`src/rtl/dit_pkg.sv`:
```
package dit_pkg;

    localparam int CTRL_W = 12;

    // control bit positions (software-visible, fixed)
    localparam int B_MODE  = 0;
    localparam int B_DOWN  = 1;
    localparam int B_GEN   = 2;
    localparam int B_CAPT  = 3;
    localparam int B_ARLD  = 4;
    localparam int B_LOAD  = 5;
    localparam int B_IEN   = 6;
    localparam int B_RUN   = 7;
    localparam int B_FLAG  = 8;
    localparam int B_PWM   = 9;
    localparam int B_ENALL = 10;
    localparam int B_CASC  = 11;

    typedef enum logic [1:0] {
        SEL_CTRL  = 2'd0,
        SEL_LOAD  = 2'd1,
        SEL_COUNT = 2'd2,
        SEL_NONE  = 2'd3
    } reg_sel_e;

endpackage

```
`src/rtl/dit_bus_decode.sv`:
```
module dit_bus_decode
    import dit_pkg::*;
#(
    parameter int NCH  = 2,
    parameter int CH_W = 1
) (
    input  logic [CH_W+1:0]  word_addr,
    input  logic             wr,
    input  logic             enall_bit,
    output logic [NCH-1:0]   ctrl_wr,
    output logic [NCH-1:0]   load_wr,
    output logic             enall_set,
    output logic [CH_W-1:0]  ch_idx,
    output reg_sel_e         sel
);

    assign ch_idx = word_addr[CH_W+1:2];
    assign sel    = reg_sel_e'(word_addr[1:0]);

    for (genvar i = 0; i < NCH; i++) begin : g_strobe
        assign ctrl_wr[i] = wr && (ch_idx == CH_W'(i)) && (sel == SEL_CTRL);
        assign load_wr[i] = wr && (ch_idx == CH_W'(i)) && (sel == SEL_LOAD);
    end

    // enable-all reaches every channel from a write to any control word
    assign enall_set = wr && (sel == SEL_CTRL) && enall_bit;

endmodule

```
`src/rtl/dit_read_mux.sv`:
```
module dit_read_mux
    import dit_pkg::*;
#(
    parameter int NCH   = 2,
    parameter int CH_W  = 1,
    parameter int CNT_W = 32,
    parameter int DW    = 32
) (
    input  logic [NCH-1:0][CTRL_W-1:0] ch_ctrl,
    input  logic [NCH-1:0][CNT_W-1:0]  ch_load,
    input  logic [NCH-1:0][CNT_W-1:0]  ch_cnt,
    input  logic [CH_W-1:0]            ch_idx,
    input  reg_sel_e                   sel,
    output logic [DW-1:0]              rdata
);

    always_comb begin
        rdata = '0;
        case (sel)
            SEL_CTRL:  rdata = DW'(ch_ctrl[ch_idx]);
            SEL_LOAD:  rdata = DW'(ch_load[ch_idx]);
            SEL_COUNT: rdata = DW'(ch_cnt[ch_idx]);
            default:   rdata = '0;
        endcase
    end

endmodule

```
`src/rtl/dit_channel.sv`:
```
module dit_channel
    import dit_pkg::*;
#(
    parameter int CNT_W = 32
) (
    input  logic              clk,
    input  logic              rst_n,
    input  logic              ctrl_wr,
    input  logic              load_wr,
    input  logic              enall_set,
    input  logic [CTRL_W-1:0] ctrl_wdata,
    input  logic [CNT_W-1:0]  load_wdata,
    output logic [CTRL_W-1:0] ctrl_o,
    output logic [CNT_W-1:0]  load_o,
    output logic [CNT_W-1:0]  count_o,
    output logic              gen_o,
    output logic              irq_o
);

    localparam logic [CNT_W-1:0] CNT_MAX = '1;
    localparam logic [CNT_W-1:0] CNT_ONE = CNT_W'(1);

    typedef struct packed {
        logic [CTRL_W-1:0] ctrl;
        logic [CNT_W-1:0]  load;
        logic [CNT_W-1:0]  cnt;
        logic              reload_wait;  // extra cycle spent on a reload
        logic              gen;
    } chan_st_t;

    chan_st_t st_d, st_q;

    logic             count_down;
    logic [CNT_W-1:0] term_val;
    logic             tc_hit;

    assign count_down = st_q.ctrl[B_DOWN];
    assign term_val   = count_down ? '0 : CNT_MAX;

    always_comb begin
        st_d     = st_q;
        st_d.gen = 1'b0;
        tc_hit   = 1'b0;

        // counting engine, driven by the registered control word
        if (st_q.ctrl[B_LOAD]) begin
            st_d.cnt         = st_q.load;
            st_d.reload_wait = 1'b0;
        end else if (st_q.ctrl[B_RUN]) begin
            if (st_q.reload_wait) begin
                st_d.cnt         = st_q.load;
                st_d.reload_wait = 1'b0;
            end else if (st_q.cnt == term_val) begin
                tc_hit   = 1'b1;
                st_d.gen = st_q.ctrl[B_GEN];
                if (st_q.ctrl[B_ARLD]) begin
                    st_d.reload_wait = 1'b1;
                end else begin
                    st_d.ctrl[B_RUN] = 1'b0;
                end
            end else begin
                st_d.cnt = count_down ? (st_q.cnt - CNT_ONE) : (st_q.cnt + CNT_ONE);
            end
        end

        // software writes take precedence over the one-shot stop
        if (ctrl_wr) begin
            st_d.ctrl         = ctrl_wdata;
            st_d.ctrl[B_FLAG] = st_q.ctrl[B_FLAG] & ~ctrl_wdata[B_FLAG];
        end
        if (enall_set) begin
            st_d.ctrl[B_RUN] = 1'b1;
        end
        // a terminal count wins over a clearing write
        if (tc_hit) begin
            st_d.ctrl[B_FLAG] = 1'b1;
        end
        if (load_wr) begin
            st_d.load = load_wdata;
        end
    end

    always_ff @(posedge clk) begin
        if (!rst_n) begin
            st_q <= '0;
        end else begin
            st_q <= st_d;
        end
    end

    assign ctrl_o  = st_q.ctrl;
    assign load_o  = st_q.load;
    assign count_o = st_q.cnt;
    assign gen_o   = st_q.gen;
    assign irq_o   = st_q.ctrl[B_FLAG] & st_q.ctrl[B_IEN];

endmodule

```
`src/rtl/dual_interval_timer.sv`:
```
module dual_interval_timer
    import dit_pkg::*;
#(
    parameter  int CNT_W  = 32,
    localparam int NCH    = 2,
    localparam int CH_W   = $clog2(NCH),
    localparam int ADDR_W = CH_W + 4,
    localparam int DW     = 32
) (
    input  logic              clk,
    input  logic              rst_n,
    input  logic [ADDR_W-1:0] bus_addr,
    input  logic              bus_wr,
    input  logic [DW-1:0]     bus_wdata,
    output logic [DW-1:0]     bus_rdata,
    output logic [NCH-1:0]    gen_out,
    output logic [NCH-1:0]    irq_out
);

    logic [NCH-1:0]             ctrl_wr;
    logic [NCH-1:0]             load_wr;
    logic                       enall_set;
    logic [CH_W-1:0]            ch_idx;
    reg_sel_e                   sel;
    logic [NCH-1:0][CTRL_W-1:0] ch_ctrl;
    logic [NCH-1:0][CNT_W-1:0]  ch_load;
    logic [NCH-1:0][CNT_W-1:0]  ch_cnt;
    logic                       unused_addr;
    logic                       unused_wdata;

    // byte lanes within a word are not decoded
    assign unused_addr  = ^bus_addr[1:0];
    assign unused_wdata = ^bus_wdata;

    dit_bus_decode #(
        .NCH  (NCH),
        .CH_W (CH_W)
    ) u_decode (
        .word_addr (bus_addr[ADDR_W-1:2]),
        .wr        (bus_wr),
        .enall_bit (bus_wdata[B_ENALL]),
        .ctrl_wr   (ctrl_wr),
        .load_wr   (load_wr),
        .enall_set (enall_set),
        .ch_idx    (ch_idx),
        .sel       (sel)
    );

    for (genvar i = 0; i < NCH; i++) begin : g_chan
        dit_channel #(
            .CNT_W (CNT_W)
        ) u_chan (
            .clk        (clk),
            .rst_n      (rst_n),
            .ctrl_wr    (ctrl_wr[i]),
            .load_wr    (load_wr[i]),
            .enall_set  (enall_set),
            .ctrl_wdata (bus_wdata[CTRL_W-1:0]),
            .load_wdata (bus_wdata[CNT_W-1:0]),
            .ctrl_o     (ch_ctrl[i]),
            .load_o     (ch_load[i]),
            .count_o    (ch_cnt[i]),
            .gen_o      (gen_out[i]),
            .irq_o      (irq_out[i])
        );
    end

    dit_read_mux #(
        .NCH   (NCH),
        .CH_W  (CH_W),
        .CNT_W (CNT_W),
        .DW    (DW)
    ) u_rmux (
        .ch_ctrl (ch_ctrl),
        .ch_load (ch_load),
        .ch_cnt  (ch_cnt),
        .ch_idx  (ch_idx),
        .sel     (sel),
        .rdata   (bus_rdata)
    );

endmodule

```
`config.mk`:
```
export PLATFORM = sky130hd
export DESIGN_NAME = dual_interval_timer
export DESIGN_NICKNAME = d
export VERILOG_FILES = /design/src/rtl/dit_pkg.sv /design/src/rtl/dit_bus_decode.sv /design/src/rtl/dit_read_mux.sv /design/src/rtl/dit_channel.sv /design/src/rtl/dual_interval_timer.sv
export SDC_FILE = /design/constraint.sdc
export NUM_CORES = 1
export LEC_CHECK = 0
export ABC_CLOCK_PERIOD_IN_PS = 3800
export BUFFER_PORTS_ARGS = -buffer_cell sky130_fd_sc_hd__buf_2
export CORE_MARGIN = 5
export CORE_UTILIZATION = 55
export DETAILED_ROUTE_END_ITERATION = 8
export MAX_ROUTING_LAYER = met4
export PLACE_DENSITY = 0.82
export SLEW_MARGIN = 20
export SYNTH_ARGS = -nofsm -noshare
export SYNTH_HDL_FRONTEND = slang
export SYNTH_SLANG_ARGS = --single-unit
```
`constraint.sdc`:
```
create_clock -name clk -period 3.8 [get_ports clk]
set_input_delay 0.76 -clock clk [delete_from_list [all_inputs] [get_ports clk]]
set_output_delay 0.76 -clock clk [all_outputs]
set_load 0.01 [all_outputs]
```
==> impl_results.html, run 1 <==
<table>
<tr><th>Metric</th><th>Value</th></tr>
<tr><th colspan="2">Outcome</th></tr>
<tr><td>Status</td><td>complete, no violations</td></tr>
<tr><th colspan="2">Final layout</th></tr>
<tr><td>Core occupancy in the finished layout</td><td>62.19%</td></tr>
<tr><td>Post-Layout Inst Area</td><td>12140 sq um</td></tr>
<tr><td>Area added between synthesis and finish</td><td>10.88%</td></tr>
<tr><td>Fraction of layout instances using a drive strength above 1</td><td>10.49%</td></tr>
<tr><td>Multi-input logic area</td><td>7300 sq um</td></tr>
<tr><td>Fillcell total</td><td>1727</td></tr>
<tr><td>Total number of nets in the final design</td><td>1566</td></tr>
<tr><td>Number of antenna repair diodes</td><td>0</td></tr>
<tr><td>Area occupied by registers</td><td>3123 sq um</td></tr>
<tr><th colspan="2">Critical path</th></tr>
<tr><td>Arrival time at the worst endpoint</td><td>3.88 ns</td></tr>
<tr><td>Crit path max fanout</td><td>23</td></tr>
<tr><td>Critical path capture point type</td><td>flop</td></tr>
<tr><td>Type of the worst setup path</td><td>reg -&gt; reg</td></tr>
<tr><td>Worst EP required</td><td>4.12 ns</td></tr>
<tr><td>Startpoint type of the worst setup path</td><td>flop</td></tr>
<tr><th colspan="2">Yosys</th></tr>
<tr><td>Number of enable flip-flop cells after synthesis</td><td>0</td></tr>
<tr><td>Leading cell types by total area after synthesis</td><td>dfxtp_1 (29%), a21oi_1 (9.3%), nand2_1 (8.4%), ha_1 (6.9%), mux2i_1 (6.1%)</td></tr>
<tr><td>Synth Warn #</td><td>0</td></tr>
<tr><td>Unique masters post-synth</td><td>74</td></tr>
<tr><td>Synth Area in Compound Gates</td><td>29.42%</td></tr>
<tr><td>Combinational family with the most area after synthesis</td><td>compound AO/OA/AOI/OAI gates</td></tr>
<tr><td>Fraction of synthesized cell area taken by the top area cell type</td><td>28.52%</td></tr>
<tr><td>Netlist Area Pre-Place</td><td>10950 sq um</td></tr>
<tr><td>Most repeated cell in the gate-level netlist after synthesis</td><td>nand2_1</td></tr>
<tr><td>Cells after synthesis</td><td>1452</td></tr>
<tr><td>Fraction of registers with async set or reset after synthesis</td><td>0%</td></tr>
<tr><td>Synthesized-area fraction occupied by adder cells</td><td>7.220%</td></tr>
<tr><td>Synthesized Nets</td><td>1554</td></tr>
<tr><td>Post-synth top cells</td><td>nand2_1 (246), a21oi_1 (204), dfxtp_1 (156)</td></tr>
<tr><td>Sequential element share of the synthesized area</td><td>28.52%</td></tr>
<tr><td>Synthesized flop and latch total</td><td>156</td></tr>
<tr><td>Commonest register cell after synthesis</td><td>dfxtp_1</td></tr>
<tr><td>Syn_area_per_cell</td><td>7.543 sq um</td></tr>
<tr><td>Portion of netlist area occupied by mux cells</td><td>6.329%</td></tr>
<tr><td>Post-Synth Simple-Gate Area</td><td>19.72%</td></tr>
<tr><td>Top cell type by total area after synthesis</td><td>dfxtp_1</td></tr>
<tr><td>XOR/XNOR share of the synthesized area</td><td>3.919%</td></tr>
<tr><th colspan="2">CTS</th></tr>
<tr><td>CTS tree</td><td>built</td></tr>
<tr><td>Number of buffers created by CTS</td><td>17</td></tr>
<tr><td>H-tree levels</td><td>4</td></tr>
<tr><td>Buffers inserted by post-CTS timing repair</td><td>0</td></tr>
<tr><td>Clock slew at reported path FFs</td><td>0.07 ns</td></tr>
<tr><td>Clock sinks</td><td>156</td></tr>
<tr><td>Cell at the root of the clock tree</td><td>clkbuf_16</td></tr>
<tr><td>Skew-Pair Late Insertion Delay</td><td>0.44 ns</td></tr>
<tr><td>Number of hold buffers added after cts</td><td>0</td></tr>
<tr><td>Longest Clk Path Bufs</td><td>2</td></tr>
<tr><td>Number of instances resized during post-cts repair</td><td>0</td></tr>
<tr><th colspan="2">Timing</th></tr>
<tr><td>Final total negative setup slack</td><td>0 ns</td></tr>
<tr><td>Share of the cycle needed by the critical path after routing</td><td>93.74%</td></tr>
<tr><td>Max transition margin</td><td>43.24%</td></tr>
<tr><td>Endpoints failing setup</td><td>0</td></tr>
<tr><td>Final Max Slew Viols</td><td>0</td></tr>
<tr><td>Shortest period the worst path allows</td><td>3.562 ns</td></tr>
<tr><td>Number of endpoints with negative hold slack in the final report</td><td>0</td></tr>
<tr><td>Unrepaired setup endpoints after global routing</td><td>no</td></tr>
<tr><td>Maximum operating frequency</td><td>0.2807 GHz</td></tr>
<tr><td>Slew at the pin with the worst max-slew slack</td><td>0.8407 ns</td></tr>
<tr><td>Worst clock skew on the final layout</td><td>0.009935 ns</td></tr>
<tr><th colspan="2">Route</th></tr>
<tr><td>Final Routed Wirelength</td><td>34270 microns</td></tr>
<tr><td>Number of remaining DRC errors</td><td>0</td></tr>
<tr><td>Number of vias in the routed layout</td><td>11410</td></tr>
<tr><td>Average via count per standard cell</td><td>6.547</td></tr>
<tr><td>Number of violations reported at the end of detailed-routing iteration 0</td><td>1237</td></tr>
<tr><td>ANT nets after route</td><td>0</td></tr>
<tr><td>Router iterations before antenna repair</td><td>6</td></tr>
<tr><td>Average wire per standard cell</td><td>19.67 microns</td></tr>
<tr><th colspan="2">Global routing</th></tr>
<tr><td>Pin count of the biggest net entering global routing</td><td>48</td></tr>
<tr><td>Grt total ovfl</td><td>0</td></tr>
<tr><td>GRT Resource Usage Total</td><td>30.60%</td></tr>
<tr><td>Initial antenna violation count</td><td>0</td></tr>
<tr><td>First-pass GRT wire length</td><td>54050 microns</td></tr>
<tr><td>Via count of the first global-routing pass</td><td>10430</td></tr>
<tr><th colspan="2">Job</th></tr>
<tr><td>Max-capacitance violation count</td><td>0</td></tr>
<tr><th colspan="2">Floorplanning</th></tr>
<tr><td>Total I/O pin count</td><td>76</td></tr>
<tr><td>Floorplan core area</td><td>19530 sq um</td></tr>
<tr><td>Die width</td><td>151.1 microns</td></tr>
<tr><td>Die Footprint</td><td>22830 sq um</td></tr>
<tr><td>Row cnt</td><td>51</td></tr>
<tr><td>Die Y</td><td>151.1 microns</td></tr>
<tr><td>Initial core utilization</td><td>56.09%</td></tr>
<tr><th colspan="2">Place</th></tr>
<tr><td># port buffers</td><td>73</td></tr>
<tr><td>Cell area reported after detailed placement</td><td>11460 sq um</td></tr>
<tr><td>Final HPWL DP</td><td>25350 microns</td></tr>
<tr><td>GPL Wtd Cong</td><td>0.9967</td></tr>
<tr><th colspan="2">Power</th></tr>
<tr><td>Power per standard cell area</td><td>343.9 nW/um^2</td></tr>
<tr><td>Leakage</td><td>0.004891 uW</td></tr>
<tr><td>Peak supply drop</td><td>0.3264 mV</td></tr>
<tr><th colspan="2">Hold path</th></tr>
<tr><td>Class of the tightest hold or removal check</td><td>reg -&gt; reg</td></tr>
</table>
[state kept, by name, indices dropped and copies added (netlist names)]
register / flops
g_chan.u_chan.load_o: 64
g_chan.u_chan.count_o: 64
g_chan.u_chan.st_q: 2
g_chan.u_chan.ctrl_o: 24
g_chan.u_chan.gen_o: 2
[cell usage in the layout, fill, tap and decap left out, types with 19 or more instances in the layout]
master | Yosys | layout
nand2_1 | 246 | 246
a21oi_1 | 204 | 204
dfxtp_1 | 156 | 156
nor2_1 | 79 | 77
o21ai_0 | 72 | 72
buf_2 | 13 | 72
mux2i_1 | 67 | 67
ha_1 | 60 | 60
nand3_1 | 36 | 36
a21o_1 | 32 | 32
xnor2_1 | 29 | 29
buf_4 | 9 | 27
o22ai_1 | 24 | 24
a211oi_1 | 22 | 22
a31oi_1 | 21 | 21
nor3_1 | 21 | 21
xor2_1 | 20 | 20
a22oi_1 | 19 | 19
[layout make-up]
class / instances / share of cell area [%]
Inverter: 17 / 0.5358
Clock buffer: 19 / 3.648
Timing Repair Buffer: 103 / 5.296
Tap cell: 265 / 2.731
Sequential cell: 156 / 25.72
Clock inverter: 13 / 1.958
Multi-Input combinational cell: 1169 / 60.11
[worst max-delay path, stage by stage (launching register included)]
cell and delay, ns:
dfxtp_1 0.76, buf_12 0.26, ha_1 0.31, nand3_1 0.21, nor3_1 0.37, nand4_1 0.27, and2_1 0.30, a21o_1 0.35
a22o_1 0.25, a221o_1 0.34
[through the flow]
step	setup WS [ns]	hold slack, ns	instances	total power, uW
final	0.2380	0.4585	1742	4177
after global routing	0.07996	0.4758	1742	4283
after detailed placement	0.3974	0.4477	1710	2212
after CTS	0.3557	0.4563	1742	4150
after floorplan	0.6066	0.4357	1452	2056
after global placement	0.4692	0.4431	1710	2202
[worst paths after layout]
check | startpoint | end | slack, ns | cells past startpoint
max | g_chan[0].u_chan.ctrl_o[1] | g_chan[0].u_chan.count_o[29] | 0.24 | 9
min | g_chan[1].u_chan.ctrl_o[0] | g_chan[1].u_chan.ctrl_o[0] | 0.46 | 2
max reg2reg | g_chan[0].u_chan.ctrl_o[1] | g_chan[0].u_chan.count_o[29] | 0.24 | 9
min reg2reg | g_chan[1].u_chan.ctrl_o[0] | g_chan[1].u_chan.ctrl_o[0] | 0.46 | 2
[where the power goes]
part,internal (uW),switching (uW),leakage (uW)
Clock,1260,728,0.000320
Combinational,165,299,0.00331
Sequential,1680,51.7,0.00126
Total,3100,1080,0.00489
[layer usage]
layer  vias up  global-route usage [%]  part of all wire, %
li1       5366                       -                    -
met1      5345                   40.95                   41
met2       593                   47.15                   46
met3       101                   5.356                  9.4
met4         0                   10.06                  3.4
met5         -                       -                    0
[logic make-up (layout without fill, tap and decap cells)]
| family | count (synthesis) | count (layout) |
|---|---|---|
| AOI/OAI and AO/OA | 512 | 512 |
| xor gates and xnor gates | 49 | 49 |
| adders and majority gates | 62 | 62 |
| buffers and inverters | 127 | 152 |
| DFF | 156 | 156 |
| muxes | 69 | 69 |
| and+or+nand+nor | 477 | 477 |
No activity file was read; power rests on OpenSTA's default activity.
==> run 2, diff against run 1 <==
--- a/config.mk
+++ b/config.mk
@@ -5,7 +5,7 @@
 export SDC_FILE = /design/constraint.sdc
 export NUM_CORES = 1
 export LEC_CHECK = 0
-export ABC_CLOCK_PERIOD_IN_PS = 3800
+export ABC_CLOCK_PERIOD_IN_PS = 4500
 export BUFFER_PORTS_ARGS = -buffer_cell sky130_fd_sc_hd__buf_2
 export CORE_MARGIN = 5
 export CORE_UTILIZATION = 55
==> constraint.sdc (replaced) <==
create_clock -name clk -period 4.5 [get_ports clk]
set_input_delay 0.9 -clock clk [delete_from_list [all_inputs] [get_ports clk]]
set_output_delay 0.9 -clock clk [all_outputs]
set_load 0.01 [all_outputs]
==> run 2 against run 1 <==
Highest routed layer unchanged; sequential share of layout area grew 0.41 points; the flow now finishes with violations (design-rule violations); sequential power shrank 16%; hold slack lost 0.0017 ns; non-clock buffer count shrank 10; first-iteration DRC count grew 13%; worst setup slack gained 0.34 ns.
==> impl_results.html, run 2 (synthesis gave the netlist of run 1 again) <==
<table>
<tr><th>Metric</th><th>Value</th></tr>
<tr><th colspan="2">Outcome</th></tr>
<tr><td>Status</td><td>finished with violations (was complete, no violations)</td></tr>
<tr><td>Violations in the final reports</td><td>design-rule violations</td></tr>
<tr><th colspan="2">CTS</th></tr>
<tr><td>H-tree levels</td><td>4 (unchanged)</td></tr>
<tr><td>Clock sinks</td><td>156 (unchanged)</td></tr>
<tr><td>Number of hold buffers added after cts</td><td>0 (unchanged)</td></tr>
<tr><td>Longest Clk Path Bufs</td><td>2 (unchanged)</td></tr>
<tr><td>Clock slew at reported path FFs</td><td>0.06 ns (was 0.07 ns)</td></tr>
<tr><td>Number of instances resized during post-cts repair</td><td>0 (unchanged)</td></tr>
<tr><td>Skew-Pair Late Insertion Delay</td><td>0.43 ns (was 0.44 ns)</td></tr>
<tr><td>Buffers inserted by post-CTS timing repair</td><td>0 (unchanged)</td></tr>
<tr><td>CTS tree</td><td>built (unchanged)</td></tr>
<tr><td>Cell at the root of the clock tree</td><td>clkbuf_16 (unchanged)</td></tr>
<tr><td>Number of buffers created by CTS</td><td>17 (unchanged)</td></tr>
<tr><th colspan="2">Route</th></tr>
<tr><td>Router iterations before antenna repair</td><td>9 (was 6)</td></tr>
<tr><td>Average via count per standard cell</td><td>6.564 (was 6.547)</td></tr>
<tr><td>Number of vias in the routed layout</td><td>11380 (was 11410)</td></tr>
<tr><td>ANT nets after route</td><td>0 (unchanged)</td></tr>
<tr><td>Average wire per standard cell</td><td>19.85 microns (was 19.67 microns)</td></tr>
<tr><td>Number of remaining DRC errors</td><td>1 (was 0)</td></tr>
<tr><td>Final Routed Wirelength</td><td>34430 microns (was 34270 microns)</td></tr>
<tr><td>Number of violations reported at the end of detailed-routing iteration 0</td><td>1400 (was 1237)</td></tr>
<tr><th colspan="2">Critical path</th></tr>
<tr><td>Critical path capture point type</td><td>flop (unchanged)</td></tr>
<tr><td>Crit path max-delay cell type</td><td>dfxtp_1 (unchanged)</td></tr>
<tr><td>Delay of the slowest cell on the worst path</td><td>1.06 ns (was 0.76 ns)</td></tr>
<tr><td>Worst EP required</td><td>4.82 ns (was 4.12 ns)</td></tr>
<tr><td>Most common cell type on the critical path</td><td>nand4_1</td></tr>
<tr><td>Arrival time at the worst endpoint</td><td>4.24 ns (was 3.88 ns)</td></tr>
<tr><td>Startpoint type of the worst setup path</td><td>flop (unchanged)</td></tr>
<tr><td>Crit path max fanout</td><td>26 (was 23)</td></tr>
<tr><td>Cell chain of the critical path</td><td>buf_4 &gt; ha_1 &gt; nand4_1 &gt; nor3_1 &gt; nand4_1 &gt; and2_1 &gt; a21o_1 &gt; a22o_1 &gt; a221o_1 (was buf_12 &gt; ha_1 &gt; nand3_1 &gt; nor3_1 &gt; nand4_1 &gt; and2_1 &gt; a21o_1 &gt; a22o_1 &gt; a221o_1)</td></tr>
<tr><td>Type of the worst setup path</td><td>reg -&gt; reg (unchanged)</td></tr>
<tr><th colspan="2">Power</th></tr>
<tr><td>Leakage</td><td>0.004786 uW (was 0.004891 uW)</td></tr>
<tr><td>Peak supply drop</td><td>0.2900 mV (was 0.3264 mV)</td></tr>
<tr><td>Net switching share of the total power</td><td>27.07% (was 25.84%)</td></tr>
<tr><td>Clock Power Share</td><td>44.6% (was 47.5%)</td></tr>
<tr><td>Cell Int Power</td><td>2428 uW (was 3098 uW)</td></tr>
<tr><td>Power per standard cell area</td><td>278.6 nW/um^2 (was 343.9 nW/um^2)</td></tr>
<tr><td>Combinational power share</td><td>11.5% (was 11.1%)</td></tr>
<tr><td>Sequential group share of total power</td><td>43.9% (was 41.4%)</td></tr>
<tr><td>Psw</td><td>901.3 uW (was 1079 uW)</td></tr>
<tr><th colspan="2">Floorplanning</th></tr>
<tr><td>Die Footprint</td><td>22830 sq um (unchanged)</td></tr>
<tr><td>Floorplan core area</td><td>19530 sq um (unchanged)</td></tr>
<tr><td>Die Y</td><td>151.1 microns (unchanged)</td></tr>
<tr><td>Initial core utilization</td><td>56.09% (unchanged)</td></tr>
<tr><td>Die width</td><td>151.1 microns (unchanged)</td></tr>
<tr><td>Row cnt</td><td>51 (unchanged)</td></tr>
<tr><td>Total I/O pin count</td><td>76 (unchanged)</td></tr>
<tr><th colspan="2">Final layout</th></tr>
<tr><td>Area added between synthesis and finish</td><td>9.129% (was 10.88%)</td></tr>
<tr><td>Most common cell after layout, fill and taps aside</td><td>nand2_1 (unchanged)</td></tr>
<tr><td>Post-Layout Cell Count</td><td>1734 (was 1742)</td></tr>
<tr><td>Total number of nets in the final design</td><td>1556 (was 1566)</td></tr>
<tr><td>Most used cells in the layout excluding fill and tap cells</td><td>nand2_1 (246), a21oi_1 (204), dfxtp_1 (156), nor2_1 (78) (was nand2_1 (246), a21oi_1 (204), dfxtp_1 (156), nor2_1 (77))</td></tr>
<tr><td>Fraction of layout instances using a drive strength above 1</td><td>9.680% (was 10.49%)</td></tr>
<tr><td>Core occupancy in the finished layout</td><td>61.21% (was 62.19%)</td></tr>
<tr><th colspan="2">Global routing</th></tr>
<tr><td>Via count of the first global-routing pass</td><td>10370 (was 10430)</td></tr>
<tr><td>Grt total ovfl</td><td>0 (unchanged)</td></tr>
<tr><td>Initial antenna violation count</td><td>2 (was 0)</td></tr>
<tr><td>GRT Resource Usage Total</td><td>30.44% (was 30.60%)</td></tr>
<tr><td>Pin count of the biggest net entering global routing</td><td>122 (was 48)</td></tr>
<tr><td>First-pass GRT wire length</td><td>53810 microns (was 54050 microns)</td></tr>
<tr><th colspan="2">Timing</th></tr>
<tr><td>Final total negative setup slack</td><td>0 ns (unchanged)</td></tr>
<tr><td>Number of endpoints with negative hold slack in the final report</td><td>0 (unchanged)</td></tr>
<tr><td>Shortest period the worst path allows</td><td>3.917 ns (was 3.562 ns)</td></tr>
<tr><td>Slew at the pin with the worst max-slew slack</td><td>1.128 ns (was 0.8407 ns)</td></tr>
<tr><td>Endpoints failing setup</td><td>0 (unchanged)</td></tr>
<tr><td>Worst clock skew on the final layout</td><td>0.009511 ns (was 0.009935 ns)</td></tr>
<tr><td>Final Max Slew Viols</td><td>0 (unchanged)</td></tr>
<tr><td>Maximum operating frequency</td><td>0.2553 GHz (was 0.2807 GHz)</td></tr>
<tr><td>Share of the cycle needed by the critical path after routing</td><td>87.05% (was 93.74%)</td></tr>
<tr><td>Max transition margin</td><td>24.70% (was 43.24%)</td></tr>
<tr><td>Unrepaired setup endpoints after global routing</td><td>no (unchanged)</td></tr>
<tr><th colspan="2">Place</th></tr>
<tr><td>Final HPWL DP</td><td>25210 microns (was 25350 microns)</td></tr>
<tr><td># port buffers</td><td>73 (unchanged)</td></tr>
<tr><td>Cell Count Post-Placement</td><td>1700 (was 1710)</td></tr>
<tr><td>GPL Wtd Cong</td><td>0.9398 (was 0.9967)</td></tr>
<tr><th colspan="2">Hold path</th></tr>
<tr><td>Class of the tightest hold or removal check</td><td>reg -&gt; reg (unchanged)</td></tr>
<tr><th colspan="2">Job</th></tr>
<tr><td>Max-capacitance violation count</td><td>0 (unchanged)</td></tr>
</table>
[run 2: area by class of cell]
cell class | count | area [sq um]
Sequential cell | 156 | 3123
Clock buffer | 20 | 436.7
Multi-Input combinational cell | 1169 | 7297
Timing Repair Buffer | 93 | 530.5
Inverter | 17 | 65.06
Antenna cell | 2 | 5.005
Clock inverter | 12 | 162.7
Fill cell | 1771 | 7575
Tap cell | 265 | 331.6
[run 2: critical path, delay by kind of cell, from the launching register on]
family                   cells  cell delay, ns
AO/OA/AOI/OAI                3            0.99
buffers and inverters        1            0.29
flip-flops                   1            1.06
AND/OR/NAND/NOR              4            1.19
adder cells (fa/ha/maj)      1            0.26
[run 2: routing by layer]
metal	vias up	track usage [%]	part of all wire [%]
met5	-	-	0
met4	0	11.83	3.4
met3	99	5.147	9.7
met2	575	47.09	46
met1	5353	39.95	41
li1	5355	-	-
[run 2: metrics by stage]
stage / cell area [sq um] / setup slack, ns / power, uW / hold slack [ns]
floorplan: 10950 / 1.221 / 1737 / 0.4357
global placement: 11350 / 0.7636 / 1853 / 0.4435
detailed placement: 11350 / 0.6932 / 1861 / 0.4466
CTS: 11950 / 0.6605 / 3316 / 0.4558
global route: 11950 / 0.3654 / 3419 / 0.4738
finish: 11950 / 0.5829 / 3330 / 0.4568
[run 2: worst paths after layout]
path              slack (ns)                  startpoint                      endpoint  cells after the start
hold reg to reg         0.46  g_chan[0].u_chan.ctrl_o[0]    g_chan[0].u_chan.ctrl_o[0]                      2
setup / recovery        0.58  g_chan[0].u_chan.ctrl_o[1]  g_chan[0].u_chan.count_o[29]                      9
setup reg to reg        0.58  g_chan[0].u_chan.ctrl_o[1]  g_chan[0].u_chan.count_o[29]                      9
hold / removal          0.46  g_chan[0].u_chan.ctrl_o[0]    g_chan[0].u_chan.ctrl_o[0]                      2
[run 2: power by group through the flow]
stage	clock (uW)	combinational (uW)	sequential, uW
after CTS	1480	374	1460
after floorplan	0	265	1470
after global placement	0	363	1490
final	1480	383	1460
after detailed placement	0	370	1490
after global routing	1540	415	1460
==> run 3, diff against run 2 <==
--- a/config.mk
+++ b/config.mk
@@ -8,10 +8,10 @@
 export ABC_CLOCK_PERIOD_IN_PS = 4500
 export BUFFER_PORTS_ARGS = -buffer_cell sky130_fd_sc_hd__buf_2
 export CORE_MARGIN = 5
-export CORE_UTILIZATION = 55
+export CORE_UTILIZATION = 45
 export DETAILED_ROUTE_END_ITERATION = 8
 export MAX_ROUTING_LAYER = met4
-export PLACE_DENSITY = 0.82
+export PLACE_DENSITY = 0.7
 export SLEW_MARGIN = 20
 export SYNTH_ARGS = -nofsm -noshare
 export SYNTH_HDL_FRONTEND = slang
==> run 3 against run 2 <==
The run now ends clean; clock-buffer cell count down 1; sequential share of layout area down 0.17 points; power up 0.69%; fmax up 1.9%; hold slack worse by 0.0018 ns; die area up 21%; critical path depth unchanged; clock power about the same; via count down 1.2%; critical endpoint is now g_chan[0].u_chan.count_o[18]; largest power group unchanged.
==> impl_results.html, run 3 (synthesis gave the netlist of run 1 again) <==
<table>
<tr><th>Metric</th><th>Value</th></tr>
<tr><th colspan="2">Timing</th></tr>
<tr><td>Endpoints failing setup</td><td>0 (unchanged)</td></tr>
<tr><td>Shortest period the worst path allows</td><td>3.843 ns (was 3.917 ns)</td></tr>
<tr><td>Unrepaired setup endpoints after global routing</td><td>no (unchanged)</td></tr>
<tr><td>Final total negative setup slack</td><td>0 ns (unchanged)</td></tr>
<tr><td>Maximum operating frequency</td><td>0.2602 GHz (was 0.2553 GHz)</td></tr>
<tr><td>Share of the cycle needed by the critical path after routing</td><td>85.40% (was 87.05%)</td></tr>
<tr><td>Worst clock skew on the final layout</td><td>0.01143 ns (was 0.009511 ns)</td></tr>
<tr><td>Final Max Slew Viols</td><td>0 (unchanged)</td></tr>
<tr><td>Post-Route Hold Slack</td><td>0.4550 ns (was 0.4568 ns)</td></tr>
<tr><td>Slew at the pin with the worst max-slew slack</td><td>1.061 ns (was 1.128 ns)</td></tr>
<tr><td>Number of endpoints with negative hold slack in the final report</td><td>0 (unchanged)</td></tr>
<tr><td>Max transition margin</td><td>29.01% (was 24.70%)</td></tr>
<tr><th colspan="2">Floorplanning</th></tr>
<tr><td>Row cnt</td><td>57 (was 51)</td></tr>
<tr><td>Die Y</td><td>166.0 microns (was 151.1 microns)</td></tr>
<tr><td>Die width</td><td>166.0 microns (was 151.1 microns)</td></tr>
<tr><td>Floorplan core area</td><td>24180 sq um (was 19530 sq um)</td></tr>
<tr><td>Die Footprint</td><td>27560 sq um (was 22830 sq um)</td></tr>
<tr><td>Total I/O pin count</td><td>76 (unchanged)</td></tr>
<tr><td>Initial core utilization</td><td>45.30% (was 56.09%)</td></tr>
<tr><th colspan="2">Route</th></tr>
<tr><td>Number of vias in the routed layout</td><td>11240 (was 11380)</td></tr>
<tr><td>Average wire per standard cell</td><td>19.58 microns (was 19.85 microns)</td></tr>
<tr><td>ANT nets after route</td><td>0 (unchanged)</td></tr>
<tr><td>Final Routed Wirelength</td><td>35040 microns (was 34430 microns)</td></tr>
<tr><td>Number of remaining DRC errors</td><td>0 (was 1)</td></tr>
<tr><td>Average via count per standard cell</td><td>6.280 (was 6.564)</td></tr>
<tr><td>Router iterations before antenna repair</td><td>7 (was 9)</td></tr>
<tr><td>Number of violations reported at the end of detailed-routing iteration 0</td><td>1306 (was 1400)</td></tr>
<tr><th colspan="2">CTS</th></tr>
<tr><td>Number of hold buffers added after cts</td><td>0 (unchanged)</td></tr>
<tr><td>Number of buffers created by CTS</td><td>17 (unchanged)</td></tr>
<tr><td>H-tree levels</td><td>4 (unchanged)</td></tr>
<tr><td>CTS tree</td><td>built (unchanged)</td></tr>
<tr><td>Number of instances resized during post-cts repair</td><td>0 (unchanged)</td></tr>
<tr><td>Clock sinks</td><td>156 (unchanged)</td></tr>
<tr><td>Clock slew at reported path FFs</td><td>0.06 ns (about the same)</td></tr>
<tr><td>Skew-Pair Late Insertion Delay</td><td>0.43 ns (about the same)</td></tr>
<tr><td>Cell at the root of the clock tree</td><td>clkbuf_16 (unchanged)</td></tr>
<tr><td>Buffers inserted by post-CTS timing repair</td><td>0 (unchanged)</td></tr>
<tr><td>Longest Clk Path Bufs</td><td>2 (unchanged)</td></tr>
<tr><th colspan="2">Critical path</th></tr>
<tr><td>Worst EP required</td><td>4.84 ns (was 4.82 ns)</td></tr>
<tr><td>Type of the worst setup path</td><td>reg -&gt; reg (unchanged)</td></tr>
<tr><td>Critical path capture point type</td><td>flop (unchanged)</td></tr>
<tr><td>Arrival time at the worst endpoint</td><td>4.18 ns (was 4.24 ns)</td></tr>
<tr><td>Startpoint type of the worst setup path</td><td>flop (unchanged)</td></tr>
<tr><td>Crit path max fanout</td><td>36 (was 26)</td></tr>
<tr><th colspan="2">Final layout</th></tr>
<tr><td>Most common cell after layout, fill and taps aside</td><td>nand2_1 (unchanged)</td></tr>
<tr><td>Fraction of layout instances using a drive strength above 1</td><td>9.891% (was 9.680%)</td></tr>
<tr><td>Post-Layout Cell Count</td><td>1790 (was 1734)</td></tr>
<tr><td>Most used cells in the layout excluding fill and tap cells</td><td>nand2_1 (246), a21oi_1 (204), dfxtp_1 (156), nor2_1 (78) (unchanged)</td></tr>
<tr><td>Fillcell total</td><td>2422 (was 1771)</td></tr>
<tr><td>Area added between synthesis and finish</td><td>9.836% (was 9.129%)</td></tr>
<tr><td>Number of antenna repair diodes</td><td>0 (was 2)</td></tr>
<tr><td>Total number of nets in the final design</td><td>1556 (unchanged)</td></tr>
<tr><td>Multi-input logic area</td><td>7300 sq um (was 7297 sq um)</td></tr>
<tr><td>Area occupied by registers</td><td>3123 sq um (unchanged)</td></tr>
<tr><th colspan="2">Job</th></tr>
<tr><td>Max-capacitance violation count</td><td>0 (unchanged)</td></tr>
<tr><th colspan="2">Power</th></tr>
<tr><td>Leakage</td><td>0.004813 uW (was 0.004786 uW)</td></tr>
<tr><td>Total power draw</td><td>3352 uW (was 3330 uW)</td></tr>
<tr><td>Peak supply drop</td><td>0.1924 mV (was 0.2900 mV)</td></tr>
<tr><td>Power per standard cell area</td><td>278.7 nW/um^2 (was 278.6 nW/um^2)</td></tr>
<tr><th colspan="2">Place</th></tr>
<tr><td>GPL Wtd Cong</td><td>0.9385 (was 0.9398)</td></tr>
<tr><td>Final HPWL DP</td><td>26140 microns (was 25210 microns)</td></tr>
<tr><td>Cell Count Post-Placement</td><td>1759 (was 1700)</td></tr>
<tr><td># port buffers</td><td>73 (unchanged)</td></tr>
<tr><th colspan="2">Global routing</th></tr>
<tr><td>Pin count of the biggest net entering global routing</td><td>75 (was 122)</td></tr>
<tr><td>Via count of the first global-routing pass</td><td>10310 (was 10370)</td></tr>
<tr><td>GRT Resource Usage Total</td><td>25.04% (was 30.44%)</td></tr>
<tr><td>Initial antenna violation count</td><td>0 (was 2)</td></tr>
<tr><td>First-pass GRT wire length</td><td>55380 microns (was 53810 microns)</td></tr>
<tr><td>Grt total ovfl</td><td>0 (unchanged)</td></tr>
<tr><th colspan="2">Hold path</th></tr>
<tr><td>Class of the tightest hold or removal check</td><td>reg -&gt; reg (unchanged)</td></tr>
<tr><th colspan="2">Outcome</th></tr>
<tr><td>Status</td><td>complete, no violations (was finished with violations)</td></tr>
</table>
==> run 3: cell types whose count changed in the layout (fill, tap and decap cells not counted), moves of 2 or more <==
cell / before / now
inv_6: 3 / 1
clkinv_4: 1 / 7
diode_2: 2 / 0
clkbuf_8: 0 / 2
clkinvlp_4: 5 / 0
clkbuf_1: 3 / 0
==> run 3: layout make-up <==
class,instances,area share (%)
inverters,17,0.5409
flip-flops and latches,156,25.96
clock inverters,12,1.373
multi-input cells,1169,60.68
well taps,324,3.370
clock buffers,19,3.765
repair buffers,93,4.306
==> run 3: power by group <==
part	total (uW)	internal [uW]	switching, uW
Clock	1510	906	606
Sequential	1460	1420	41.1
Combinational	383	132	251
Total	3350	2450	898
==> run 3: final timing paths <==
kind                                    from                           end  slack, ns  cells past startpoint
setup / recovery  g_chan[0].u_chan.ctrl_o[1]  g_chan[0].u_chan.count_o[18]       0.66                      9
hold / removal    g_chan[0].u_chan.ctrl_o[0]    g_chan[0].u_chan.ctrl_o[0]       0.45                      2
setup reg to reg  g_chan[0].u_chan.ctrl_o[1]  g_chan[0].u_chan.count_o[18]       0.66                      9
hold reg to reg   g_chan[0].u_chan.ctrl_o[0]    g_chan[0].u_chan.ctrl_o[0]       0.45                      2
==> run 3: through the flow <==
stage / cell area [sq um] / util [%] / worst slack, ns
after floorplan: 10950 / - / 1.221
after global placement: 11410 / 47.20 / 0.8208
after detailed placement: 11410 / 47.20 / 0.8398
after CTS: 12030 / 49.75 / 0.7773
after global routing: 12030 / 49.75 / 0.3914
final: 12030 / 49.75 / 0.6568
==> run 3: metal layers <==
metal / vias to the layer above / track usage (%) / part of all wire [%]
li1: 5346 / - / -
met1: 5405 / 35.21 / 46
met2: 422 / 37.62 / 45
met3: 68 / 2.928 / 6.3
met4: 0 / 8.142 / 3.0
met5: - / - / 0
==> run 3: critical path: stages (launching register included) <==
cell	delay [ns]
dfxtp_1	0.32
buf_4	0.40
ha_1	0.37
nand3_1	0.23
nor3_1	0.40
nand4_1	0.27
and2_1	0.43
nor2_1	0.88
a22oi_1	0.22
o2bb2ai_1	0.18
